==> config.mk <==
export PLATFORM = sky130hd
export DESIGN_NAME = spec_load_table
export DESIGN_NICKNAME = d
export VERILOG_FILES = /design/src/rtl/spec_load_table.sv
export SDC_FILE = /design/constraint.sdc
export NUM_CORES = 1
export LEC_CHECK = 0
export ABC_CLOCK_PERIOD_IN_PS = 5200
export BUFFER_PORTS_ARGS = -buffer_cell sky130_fd_sc_hd__buf_2
export CORE_MARGIN = 2
export CORE_UTILIZATION = 44
export DETAILED_ROUTE_END_ITERATION = 8
export GPL_ROUTABILITY_DRIVEN = 0
export PLACE_DENSITY = 0.67
export RECOVER_POWER = 100
export SETUP_SLACK_MARGIN = 0.15
export SYNTH_ARGS = -nofsm -noshare
export SYNTH_HDL_FRONTEND = slang
export SYNTH_SLANG_ARGS = --single-unit
==> constraint.sdc <==
create_clock -name clk -period 5.2 [get_ports clk]
set_clock_uncertainty 0.05 [all_clocks]
set_input_delay 1.04 -clock clk [delete_from_list [all_inputs] [get_ports clk]]
set_output_delay 1.04 -clock clk [all_outputs]
set_load 0.02 [all_outputs]
==> src/rtl/spec_load_table.sv <==
module spec_load_table #(
  parameter int ENTRIES   = 8,
  parameter int REG_W     = 7,
  parameter int ADDR_W    = 32,
  parameter int KIND_W    = 2,
  parameter bit RR_VICTIM = 1'b1
) (
  input  logic              clk,
  input  logic              rst_n,
  input  logic              flush_all,
  input  logic              alloc_valid,
  input  logic [REG_W-1:0]  alloc_reg,
  input  logic [1:0]        alloc_size,
  input  logic [KIND_W-1:0] alloc_kind,
  input  logic [ADDR_W-1:0] alloc_addr,
  input  logic              alloc_fault,
  input  logic              st_valid,
  input  logic [ADDR_W-1:0] st_addr,
  input  logic [1:0]        st_size,
  input  logic              chk_valid,
  input  logic [REG_W-1:0]  chk_reg,
  input  logic              chk_mode,
  output logic              chk_hit,
  output logic              chk_reissue,
  output logic              chk_recover,
  output logic [KIND_W-1:0] chk_kind,
  output logic [1:0]        chk_size,
  output logic              alloc_exc
);
  localparam int IDX_W = (ENTRIES > 1) ? $clog2(ENTRIES) : 1;
  localparam int EXT_W = ADDR_W + 1;

  logic [ENTRIES-1:0] valid_q, valid_d, kill, a_match, c_match;
  logic [REG_W-1:0]   tag_q  [ENTRIES];
  logic [ADDR_W-1:0]  addr_q [ENTRIES];
  logic [1:0]         size_q [ENTRIES];
  logic [KIND_W-1:0]  kind_q [ENTRIES];
  logic [IDX_W-1:0]   rr_q, free_idx, same_idx, victim, wr_idx;
  logic               free_found, evict, do_alloc;
  logic [EXT_W-1:0]   st_lo, st_end;

  assign st_lo  = {1'b0, st_addr};
  assign st_end = st_lo + (EXT_W'(1) << st_size);

  for (genvar g = 0; g < ENTRIES; g++) begin : g_ent
    logic [EXT_W-1:0] e_lo, e_end;
    assign e_lo       = {1'b0, addr_q[g]};
    assign e_end      = e_lo + (EXT_W'(1) << size_q[g]);
    assign kill[g]    = st_valid & valid_q[g] & (st_lo < e_end) & (e_lo < st_end);
    assign a_match[g] = valid_q[g] & (tag_q[g] == alloc_reg);
    assign c_match[g] = valid_q[g] & (tag_q[g] == chk_reg);
  end

  always_comb begin
    free_found = 1'b0;
    free_idx   = '0;
    same_idx   = '0;
    for (int i = ENTRIES - 1; i >= 0; i--)
      if (!valid_q[i]) begin
        free_found = 1'b1;
        free_idx   = IDX_W'(i);
      end
    for (int i = 0; i < ENTRIES; i++)
      if (a_match[i]) same_idx = IDX_W'(i);
  end

  assign victim   = RR_VICTIM ? rr_q : IDX_W'(ENTRIES - 1);
  assign evict    = ~|a_match & ~free_found;
  assign wr_idx   = |a_match ? same_idx : (free_found ? free_idx : victim);
  assign do_alloc = alloc_valid & ~alloc_fault;

  always_comb begin
    valid_d = flush_all ? '0 : (valid_q & ~kill);
    if (do_alloc) valid_d[wr_idx] = 1'b1;
  end

  always_ff @(posedge clk or negedge rst_n)
    if (!rst_n) begin
      valid_q <= '0;
      rr_q    <= '0;
    end else begin
      valid_q <= valid_d;
      if (do_alloc && evict && RR_VICTIM)
        rr_q <= (rr_q == IDX_W'(ENTRIES - 1)) ? '0 : rr_q + IDX_W'(1);
    end

  always_ff @(posedge clk)
    if (do_alloc) begin
      tag_q[wr_idx]  <= alloc_reg;
      addr_q[wr_idx] <= alloc_addr;
      size_q[wr_idx] <= alloc_size;
      kind_q[wr_idx] <= alloc_kind;
    end

  always_comb begin
    chk_kind = '0;
    chk_size = '0;
    for (int i = 0; i < ENTRIES; i++)
      if (c_match[i]) begin
        chk_kind = chk_kind | kind_q[i];
        chk_size = chk_size | size_q[i];
      end
  end

  assign chk_hit     = chk_valid & |c_match;
  assign chk_reissue = chk_valid & ~|c_match & ~chk_mode;
  assign chk_recover = chk_valid & ~|c_match & chk_mode;
  assign alloc_exc   = alloc_valid & alloc_fault;


  tag_unique_chk: assert property (@(posedge clk) disable iff (!rst_n)
    $onehot0(c_match));


  chk_excl_chk: assert property (@(posedge clk) disable iff (!rst_n)
    $onehot0({chk_hit, chk_reissue, chk_recover}) &&
    (chk_valid == (chk_hit | chk_reissue | chk_recover)));


  flush_clear_chk: assert property (@(posedge clk) disable iff (!rst_n)
    flush_all && !alloc_valid |=> valid_q == '0);


  fault_keep_chk: assert property (@(posedge clk) disable iff (!rst_n)
    alloc_valid && alloc_fault && !st_valid && !flush_all |=> $stable(valid_q));


  chk_keep_chk: assert property (@(posedge clk) disable iff (!rst_n)
    chk_valid && !alloc_valid && !st_valid && !flush_all |=> $stable(valid_q));


  alloc_wins_chk: assert property (@(posedge clk) disable iff (!rst_n)
    alloc_valid && !alloc_fault |=> $countones(valid_q) >= 1);
endmodule

==> metrics.log, run 1 <==
INFO  metric detail_route.wirelength = 95400 µm
INFO  metric die_width = 261 µm
INFO  metric synthCells = 2739
INFO  metric sequential_cell_area = 10600 µm²
INFO  metric total_power = 0.00747 W
INFO  metric timing_max_transition_violations_final = 0
INFO  metric synth.ff_latch_count = 355
INFO  metric arrival = 5.64 ns
INFO  metric placed_cells_incl_taps = 3824
INFO  metric multi_input_gate_area_in_the_final_layout = 18200 µm²
INFO  metric hold_slack = 0.498 ns
INFO  metric post_detailed_route_via_to_cell_ratio = 6.14
INFO  metric grt-ovfl-total = 0
INFO  metric remaining_design_rule_violation_count = 0
INFO  metric timing.final.hold_violations = 0
INFO  metric place.detailed.hpwl = 74500 µm
INFO  metric number_of_synthesized_flops_with_an_enable_pin = 344
INFO  metric cts_made_buffers = 42
INFO  metric numClockSinks = 355
INFO  metric post-route-worst-setup-slack = 0.0333 ns
INFO  metric synth_area_leader_cell = sky130_fd_sc_hd__edfxtp_1
INFO  metric grt_setup_unrepaired = yes
INFO  metric grt_first_pass_wirelength = 143000 µm
INFO  metric worstSetupPathType = flip-flop to flip-flop
INFO  metric post_synth_arst_share = 3.10%
INFO  metric clkLatencyLatePin = 0.60 ns
INFO  metric grt_usage = 27.9%
INFO  metric synth_top_area_share = 35.6%
INFO  metric hold_path_class = flip-flop to flip-flop
INFO  metric h_tree_levels = 2
INFO  metric critPathLaunch = size_q[0][0]
INFO  metric coreArea = 65500 µm²
INFO  metric cp-start-kind = flip-flop
INFO  metric synthTopCellsByArea = sky130_fd_sc_hd__edfxtp_1, sky130_fd_sc_hd__ha_1, sky130_fd_sc_hd__xnor2_1
INFO  metric final_antenna_net_count = 0
INFO  metric rows = 94
INFO  metric slew-limit-headroom = 2.27%
INFO  metric maxCapViolCount = 0
INFO  metric leakage = 13.1 nW
INFO  metric synth.most_common_cell = sky130_fd_sc_hd__ha_1
INFO  metric design.die.area = 68100 µm²
INFO  metric first_global_vias = 24336
INFO  metric dr_total_vias = 23939
INFO  metric period_utilization_post_route = 99.4%
INFO  metric initial_core_util = 44.3%
INFO  metric buffers_inserted_by_post_cts_timing_repair = 0
INFO  metric routed_wire_length_per_instance = 24.5 µm
INFO  metric critical_path.endpoint_type = flip-flop
INFO  metric tritoncts = yes
INFO  metric synthesis.yosys.warnings = 0
INFO  metric syn_area_per_cell = 10.6 µm²
INFO  metric setup-tns-final = 0 ns
INFO  metric worst_ir_drop_vdd = 0.191 mV
INFO  metric clock.fmax = 194 MHz
INFO  metric post_synthesis_to_final_layout_area_growth = 13.6%
INFO  metric drt_pre_antenna_iters = 7
INFO  metric synth.net_count = 3374
INFO  metric synth.yosys.seq_area_share = 36.5%
INFO  metric antenna_found_initial = 3
INFO  metric finalSetupViolCount = 0
INFO  metric timing_worst_slew_pin_value = 1.47 ns
INFO  metric place.port_buffers = 99
INFO  metric grt_start_max_net_pins = 45
INFO  metric top_level_ports = 100
INFO  metric fill_cells = 5716
INFO  metric outcome = finished clean
INFO  metric clock_edge_transition_at_the_registers_on_the_reported_setup_and_hold_paths = 0.06 ns
INFO  metric final.min_clock_period = 5.17 ns
INFO  metric crit_fanout = 6
INFO  metric power_density = 226 nW/µm²
INFO  metric regToRegStartpoint = size_q[0][0]
INFO  metric final_cell_count_no_fill = 3901
INFO  metric pre_cts_slack = -0.108 ns
INFO  metric detailedRoute.firstIterationViolations = 2239
INFO  metric source_of_the_worst_hold_timing_path = rr_q[1]
INFO  metric deepest_clock_path_buffer_count = 3
INFO  metric nets = 3639
INFO  metric crit_required = 5.67 ns
INFO  metric count_of_hold_buffers_inserted_by_post_cts_repair = 0
INFO  metric cts.root.buffer_cell = sky130_fd_sc_hd__clkbuf_16
INFO  metric post_route_cells_drive_above_1_share = 9.49%
INFO  metric post_synth_instance_area = 29000 µm²
INFO  metric synth.lib_cells_used.distinct = 73
INFO  metric top_cells_by_count_synth = sky130_fd_sc_hd__ha_1, sky130_fd_sc_hd__edfxtp_1, sky130_fd_sc_hd__nand2_1
INFO  metric floorplan.die.height = 261 µm
INFO  metric postSynth.topFlopCell = sky130_fd_sc_hd__edfxtp_1
==> final cells by class <==
class                           instances  area share [%]
Multi-Input combinational cell       2332            55.3
Sequential cell                       355            32.2
Timing Repair Buffer                  242            4.64
Clock buffer                           48            3.32
Tap cell                              864            3.28
Clock inverter                         28           0.979
Inverter                               31           0.353
Antenna cell                            1         0.00759
==> timing repair <==
action	4_1_cts	5_1_grt
cloned	0	0
resized for setup	3	7
endpoints found under the setup margin	2	5
==> routing by layer <==
layer  GRT usage (%)  vias up  wire length [µm]
met1            35.7    11565             38700
met3            4.00      288              7500
met2            45.4     1097             43600
met4            15.4        2              5590
li1                -    10987                 -
met5               0        -                19
==> metrics by stage <==
| stage | util (%) | area [µm²] |
|---|---|---|
| floorplan | - | 29100 |
| global placement | 48.4 | 31700 |
| detailed placement | 48.4 | 31700 |
| CTS | 50.6 | 33100 |
| global route | 50.3 | 33000 |
| finish | 50.3 | 33000 |
==> path summary, 6_finish.rpt <==
path / to / slack, ns / cells after the start
worst max-delay path: valid_q[0] / 0.03 / 20
worst min register to register: rr_q[1] / 0.50 / 1
worst max register to register: valid_q[0] / 0.03 / 20
max in group asynchronous: rr_q[0] / 3.98 / 1
min in group asynchronous: valid_q[6] / 0.52 / 1
worst min-delay path: rr_q[1] / 0.50 / 1
==> critical path, stage by stage (launching register included) <==
cell                        delay (ns)
sky130_fd_sc_hd__edfxtp_1         0.50
sky130_fd_sc_hd__nor2b_1          0.29
sky130_fd_sc_hd__ha_1             0.28
sky130_fd_sc_hd__a21o_1           0.16
sky130_fd_sc_hd__a21o_1           0.20
sky130_fd_sc_hd__a21oi_1          0.44
sky130_fd_sc_hd__nor3_1           0.14
sky130_fd_sc_hd__buf_4            0.20
sky130_fd_sc_hd__nand3_1          0.10
sky130_fd_sc_hd__xor2_1           0.09
sky130_fd_sc_hd__ha_1             0.31
sky130_fd_sc_hd__nand4_1          0.21
sky130_fd_sc_hd__or2_2            0.42
sky130_fd_sc_hd__nor4_2           0.46
sky130_fd_sc_hd__buf_4            0.18
sky130_fd_sc_hd__a2111oi_0        0.09
sky130_fd_sc_hd__buf_4            0.24
sky130_fd_sc_hd__o31ai_1          0.27
sky130_fd_sc_hd__a221oi_1         0.18
sky130_fd_sc_hd__o221a_2          0.16
sky130_fd_sc_hd__o21bai_1         0.12
==> state kept, by name (all words and copies together), names as in the netlist <==
| name | flops |
|---|---|
| valid_q | 8 |
| rr_q | 3 |
| tag_q | 56 |
| addr_q | 256 |
| size_q | 16 |
| kind_q | 16 |
==> cell families after synthesis <==
kind of cell,Yosys count,synth area share [%]
buf+inv,52,0.840
simple gates,880,15.7
flops,355,36.5
fa+ha+maj,543,23.6
mux,3,0.116
xor+xnor,382,11.5
compound gates,524,11.7
==> placed cells by master (no fill, tap or decap), types with 16 or more instances in the layout <==
master / instances
sky130_fd_sc_hd__ha_1: 534
sky130_fd_sc_hd__edfxtp_1: 344
sky130_fd_sc_hd__nand2_1: 219
sky130_fd_sc_hd__xnor2_1: 194
sky130_fd_sc_hd__xor2_1: 188
sky130_fd_sc_hd__nor2_1: 161
sky130_fd_sc_hd__a21oi_1: 153
sky130_fd_sc_hd__nand4_1: 129
sky130_fd_sc_hd__buf_4: 129
sky130_fd_sc_hd__a21o_1: 107
sky130_fd_sc_hd__o21ai_0: 103
sky130_fd_sc_hd__nand3_1: 95
sky130_fd_sc_hd__clkbuf_1: 59
sky130_fd_sc_hd__nor2b_1: 52
sky130_fd_sc_hd__and3_1: 51
sky130_fd_sc_hd__buf_2: 47
sky130_fd_sc_hd__clkbuf_16: 43
sky130_fd_sc_hd__and4_1: 35
sky130_fd_sc_hd__inv_1: 30
sky130_fd_sc_hd__nor3_1: 29
sky130_fd_sc_hd__a211oi_1: 26
sky130_fd_sc_hd__nand2b_1: 22
sky130_fd_sc_hd__a22oi_1: 18
sky130_fd_sc_hd__and2_1: 17
sky130_fd_sc_hd__o21a_1: 16
==> report_power, final <==
group | switching (W) | internal (W) | leakage, nW
Combinational | 0.000701 | 0.000434 | 9.14
Sequential | 0.0000452 | 0.00319 | 3.26
Clock | 0.00128 | 0.00182 | 0.695
Total | 0.00203 | 0.00544 | 13.1
Note: power is estimated with default switching activity, not from simulation.
==> run 2: changes to the inputs <==
- GPL_TIMING_DRIVEN: unset -> 0
- RECOVER_POWER: 100 -> 25
==> metrics.log, run 2 (synthesized netlist as in run 1, its figures left out) <==
INFO  metric worstSetupPathType = flip-flop to flip-flop
INFO  metric grt_setup_unrepaired = yes
INFO  metric deepest_clock_path_buffer_count = 3 (unchanged)
INFO  metric post_route_cells_drive_above_1_share = 8.88% (-0.61 points)
INFO  metric power_density = 225 nW/µm² (-0.84%)
INFO  metric grt_usage = 27.2% (-0.70 points)
INFO  metric outcome = finished clean
INFO  metric place.port_buffers = 92 (-7.1%)
INFO  metric grt_first_pass_wirelength = 139000 µm (-2.7%)
INFO  metric first_global_vias = 24174 (-0.67%)
INFO  metric cts_made_buffers = 41 (-2.4%)
INFO  metric detailedRoute.firstIterationViolations = 2142 (-4.3%)
INFO  metric timing_max_transition_violations_final = 0 (unchanged)
INFO  metric final_cell_area = 33100 µm² (+0.27%)
INFO  metric critical_path.cell_chain = nor2_1 > ha_1 > fa_1 > a21o_1 > a21oi_2 > nor3_2 > and4_1 > nand2_1 > xor2_1 > ha_1 > o21ai_0 > o21ai_0 > a311oi_1 > o31ai_1 > a221oi_1 > o221a_2 > o21bai_1
INFO  metric cts.root.buffer_cell = sky130_fd_sc_hd__clkbuf_16
INFO  metric post_synthesis_to_final_layout_area_growth = 13.9%
INFO  metric clock.fmax = 202 MHz (+4.5%)
INFO  metric grt_start_max_net_pins = 45 (unchanged)
INFO  metric crit_fanout = 6 (unchanged)
INFO  metric post_detailed_route_via_to_cell_ratio = 6.22 (+1.4%)
INFO  metric remaining_design_rule_violation_count = 0 (unchanged)
INFO  metric slew-limit-headroom = 21.3% (+19 points)
INFO  metric finalSetupViolCount = 0 (unchanged)
INFO  metric design.die.area = 68100 µm² (unchanged)
INFO  metric dr_total_vias = 23691 (-1.0%)
INFO  metric rows = 94 (unchanged)
INFO  metric grt-ovfl-total = 0 (unchanged)
INFO  metric arrival = 5.36 ns (-0.28 ns)
INFO  metric period_utilization_post_route = 95.1% (-4.3 points)
INFO  metric setup-tns-final = 0 ns (unchanged)
INFO  metric placed_cells_incl_taps = 3706 (-3.1%)
INFO  metric h_tree_levels = 2 (unchanged)
INFO  metric largest_register = addr_q
INFO  metric worst_ir_drop_vdd = 0.186 mV (-2.5%)
INFO  metric final_common_cell = sky130_fd_sc_hd__ha_1
INFO  metric drt_pre_antenna_iters = 9 (+2)
INFO  metric cp_slowest_stage_delay = 0.64 ns (+0.14 ns)
INFO  metric nets = 3541 (-2.7%)
INFO  metric sequential_cell_area = 10600 µm² (unchanged)
INFO  metric detail_route.wirelength = 93300 µm (-2.3%)
INFO  metric placedInstanceArea = 30800 µm² (-2.7%)
INFO  metric timing.final.hold_violations = 0 (unchanged)
INFO  metric die_width = 261 µm (unchanged)
INFO  metric final_cell_count_no_fill = 3806 (-2.4%)
INFO  metric source_of_the_worst_hold_timing_path = rr_q[1]
INFO  metric crit_required = 5.62 ns (-0.05 ns)
INFO  metric final_util = 50.5% (+0.13 points)
INFO  metric clock_edge_transition_at_the_registers_on_the_reported_setup_and_hold_paths = 0.06 ns (about the same)
INFO  metric tritoncts = yes
INFO  metric count_of_hold_buffers_inserted_by_post_cts_repair = 0 (unchanged)
INFO  metric coreArea = 65500 µm² (unchanged)
INFO  metric crit_path_buf_inv_count = 0 (-3)
INFO  metric cp-start-kind = flip-flop
INFO  metric fill_cells = 5620 (-1.7%)
INFO  metric hold_slack = 0.511 ns (+0.0133 ns)
INFO  metric antenna_found_initial = 5 (+2)
INFO  metric largest_register_ffs = 256 (unchanged)
INFO  metric numClockSinks = 355 (unchanged)
INFO  metric hold_path_class = flip-flop to flip-flop
INFO  metric worst_path_dominant_cell_family = compound AO/OA/AOI/OAI gates
INFO  metric leakage = 12.8 nW (-2.1%)
INFO  metric top_level_ports = 100 (unchanged)
INFO  metric maxCapViolCount = 0 (unchanged)
INFO  metric critPathLaunch = size_q[0][1]
INFO  metric critical_path.endpoint_type = flip-flop
INFO  metric regToRegStartpoint = size_q[0][1]
INFO  metric final_antenna_net_count = 0 (unchanged)
INFO  metric final.min_clock_period = 4.94 ns (-0.223 ns)
INFO  metric place.detailed.hpwl = 70800 µm (-5.0%)
INFO  metric timing_worst_slew_pin_value = 1.17 ns (-0.294 ns)
INFO  metric layout.cells.most_common_list = sky130_fd_sc_hd__ha_1, sky130_fd_sc_hd__edfxtp_1, sky130_fd_sc_hd__nand2_1
INFO  metric floorplan.die.height = 261 µm (unchanged)
INFO  metric largestRegisters = addr_q: 256 flops, tag_q: 56 flops
INFO  metric initial_core_util = 44.3% (unchanged)
INFO  metric critical-path-slowest-cell = sky130_fd_sc_hd__a311oi_1
INFO  metric routed_wire_length_per_instance = 24.5 µm (+0.18%)
INFO  metric clkLatencyLatePin = 0.59 ns (about the same)
INFO  metric multi_input_gate_area_in_the_final_layout = 18900 µm² (+3.7%)
==> run 2: cell count changes in the layout (fill, tap and decap cells not counted), moves of 6 or more <==
| cell | previous run | this run |
|---|---|---|
| sky130_fd_sc_hd__buf_4 | 129 | 20 |
| sky130_fd_sc_hd__xor2_1 | 188 | 166 |
| sky130_fd_sc_hd__xor2_4 | 0 | 16 |
| sky130_fd_sc_hd__buf_2 | 47 | 62 |
| sky130_fd_sc_hd__clkbuf_1 | 59 | 50 |
| sky130_fd_sc_hd__a21oi_1 | 153 | 146 |
| sky130_fd_sc_hd__clkinv_2 | 9 | 2 |
| sky130_fd_sc_hd__xnor2_1 | 194 | 187 |
| sky130_fd_sc_hd__a21oi_2 | 2 | 8 |
| sky130_fd_sc_hd__buf_6 | 0 | 6 |
| sky130_fd_sc_hd__xor2_2 | 0 | 6 |
==> run 2: layout make-up <==
class                      count  share of cell area [%]
antenna                        3                  0.0227
buffer                        21                   0.390
clock buffer                  51                    3.37
clock inverter                25                   0.908
inverter                      31                   0.352
multi-input combinational   2332                    57.1
sequential                   355                    32.1
tap                          864                    3.27
timing repair buffer         124                    2.47
==> run 2: path summary, 6_finish.rpt <==
kind,slack (ns),cells past startpoint,end
max reg2reg,0.26,17,valid_q[0]
max,0.26,17,valid_q[0]
min in group asynchronous,0.52,1,valid_q[5]
min reg2reg,0.51,1,rr_q[1]
min,0.51,1,rr_q[1]
max in group asynchronous,3.99,1,valid_q[4]
==> run 2: what timing repair did <==
item                       CTS  global route
setup endpoints to repair    8             8
resized for setup           67            37
pin swaps                    7             5
hold endpoints to repair     0             0
setup buffers                9            11
==> run 2: power breakdown <==
part | internal, W | leakage [nW] | switching (W) | total, W
Clock | 0.00183 | 0.666 | 0.00125 | 0.00308
Combinational | 0.000406 | 8.90 | 0.000717 | 0.00112
Sequential | 0.00318 | 3.26 | 0.0000410 | 0.00322
==> run 2: metal layers <==
metal / GRT usage [%] / routed length, µm
met3: 4.35 / 7350
met5: 0 / 13
met2: 44.4 / 42800
met4: 17.5 / 6330
met1: 33.4 / 36800
==> run 2: worst reg2reg max path: cells and delay by family (launching register included) <==
| kind | cells | cell delay (ns) |
|---|---|---|
| AOI/OAI and AO/OA | 9 | 2.53 |
| and+or+nand+nor | 4 | 0.73 |
| adders and majority gates | 3 | 0.90 |
| DFF | 1 | 0.49 |
| xor gates and xnor gates | 1 | 0.15 |
==> run 2: stage by stage <==
step	total power [W]	worst slack, ns
floorplan	0.00388	0.198
global placement	0.00426	-1.79
detailed placement	0.00433	-1.90
CTS	0.00741	0.138
global route	0.00766	0.106
finish	0.00742	0.256
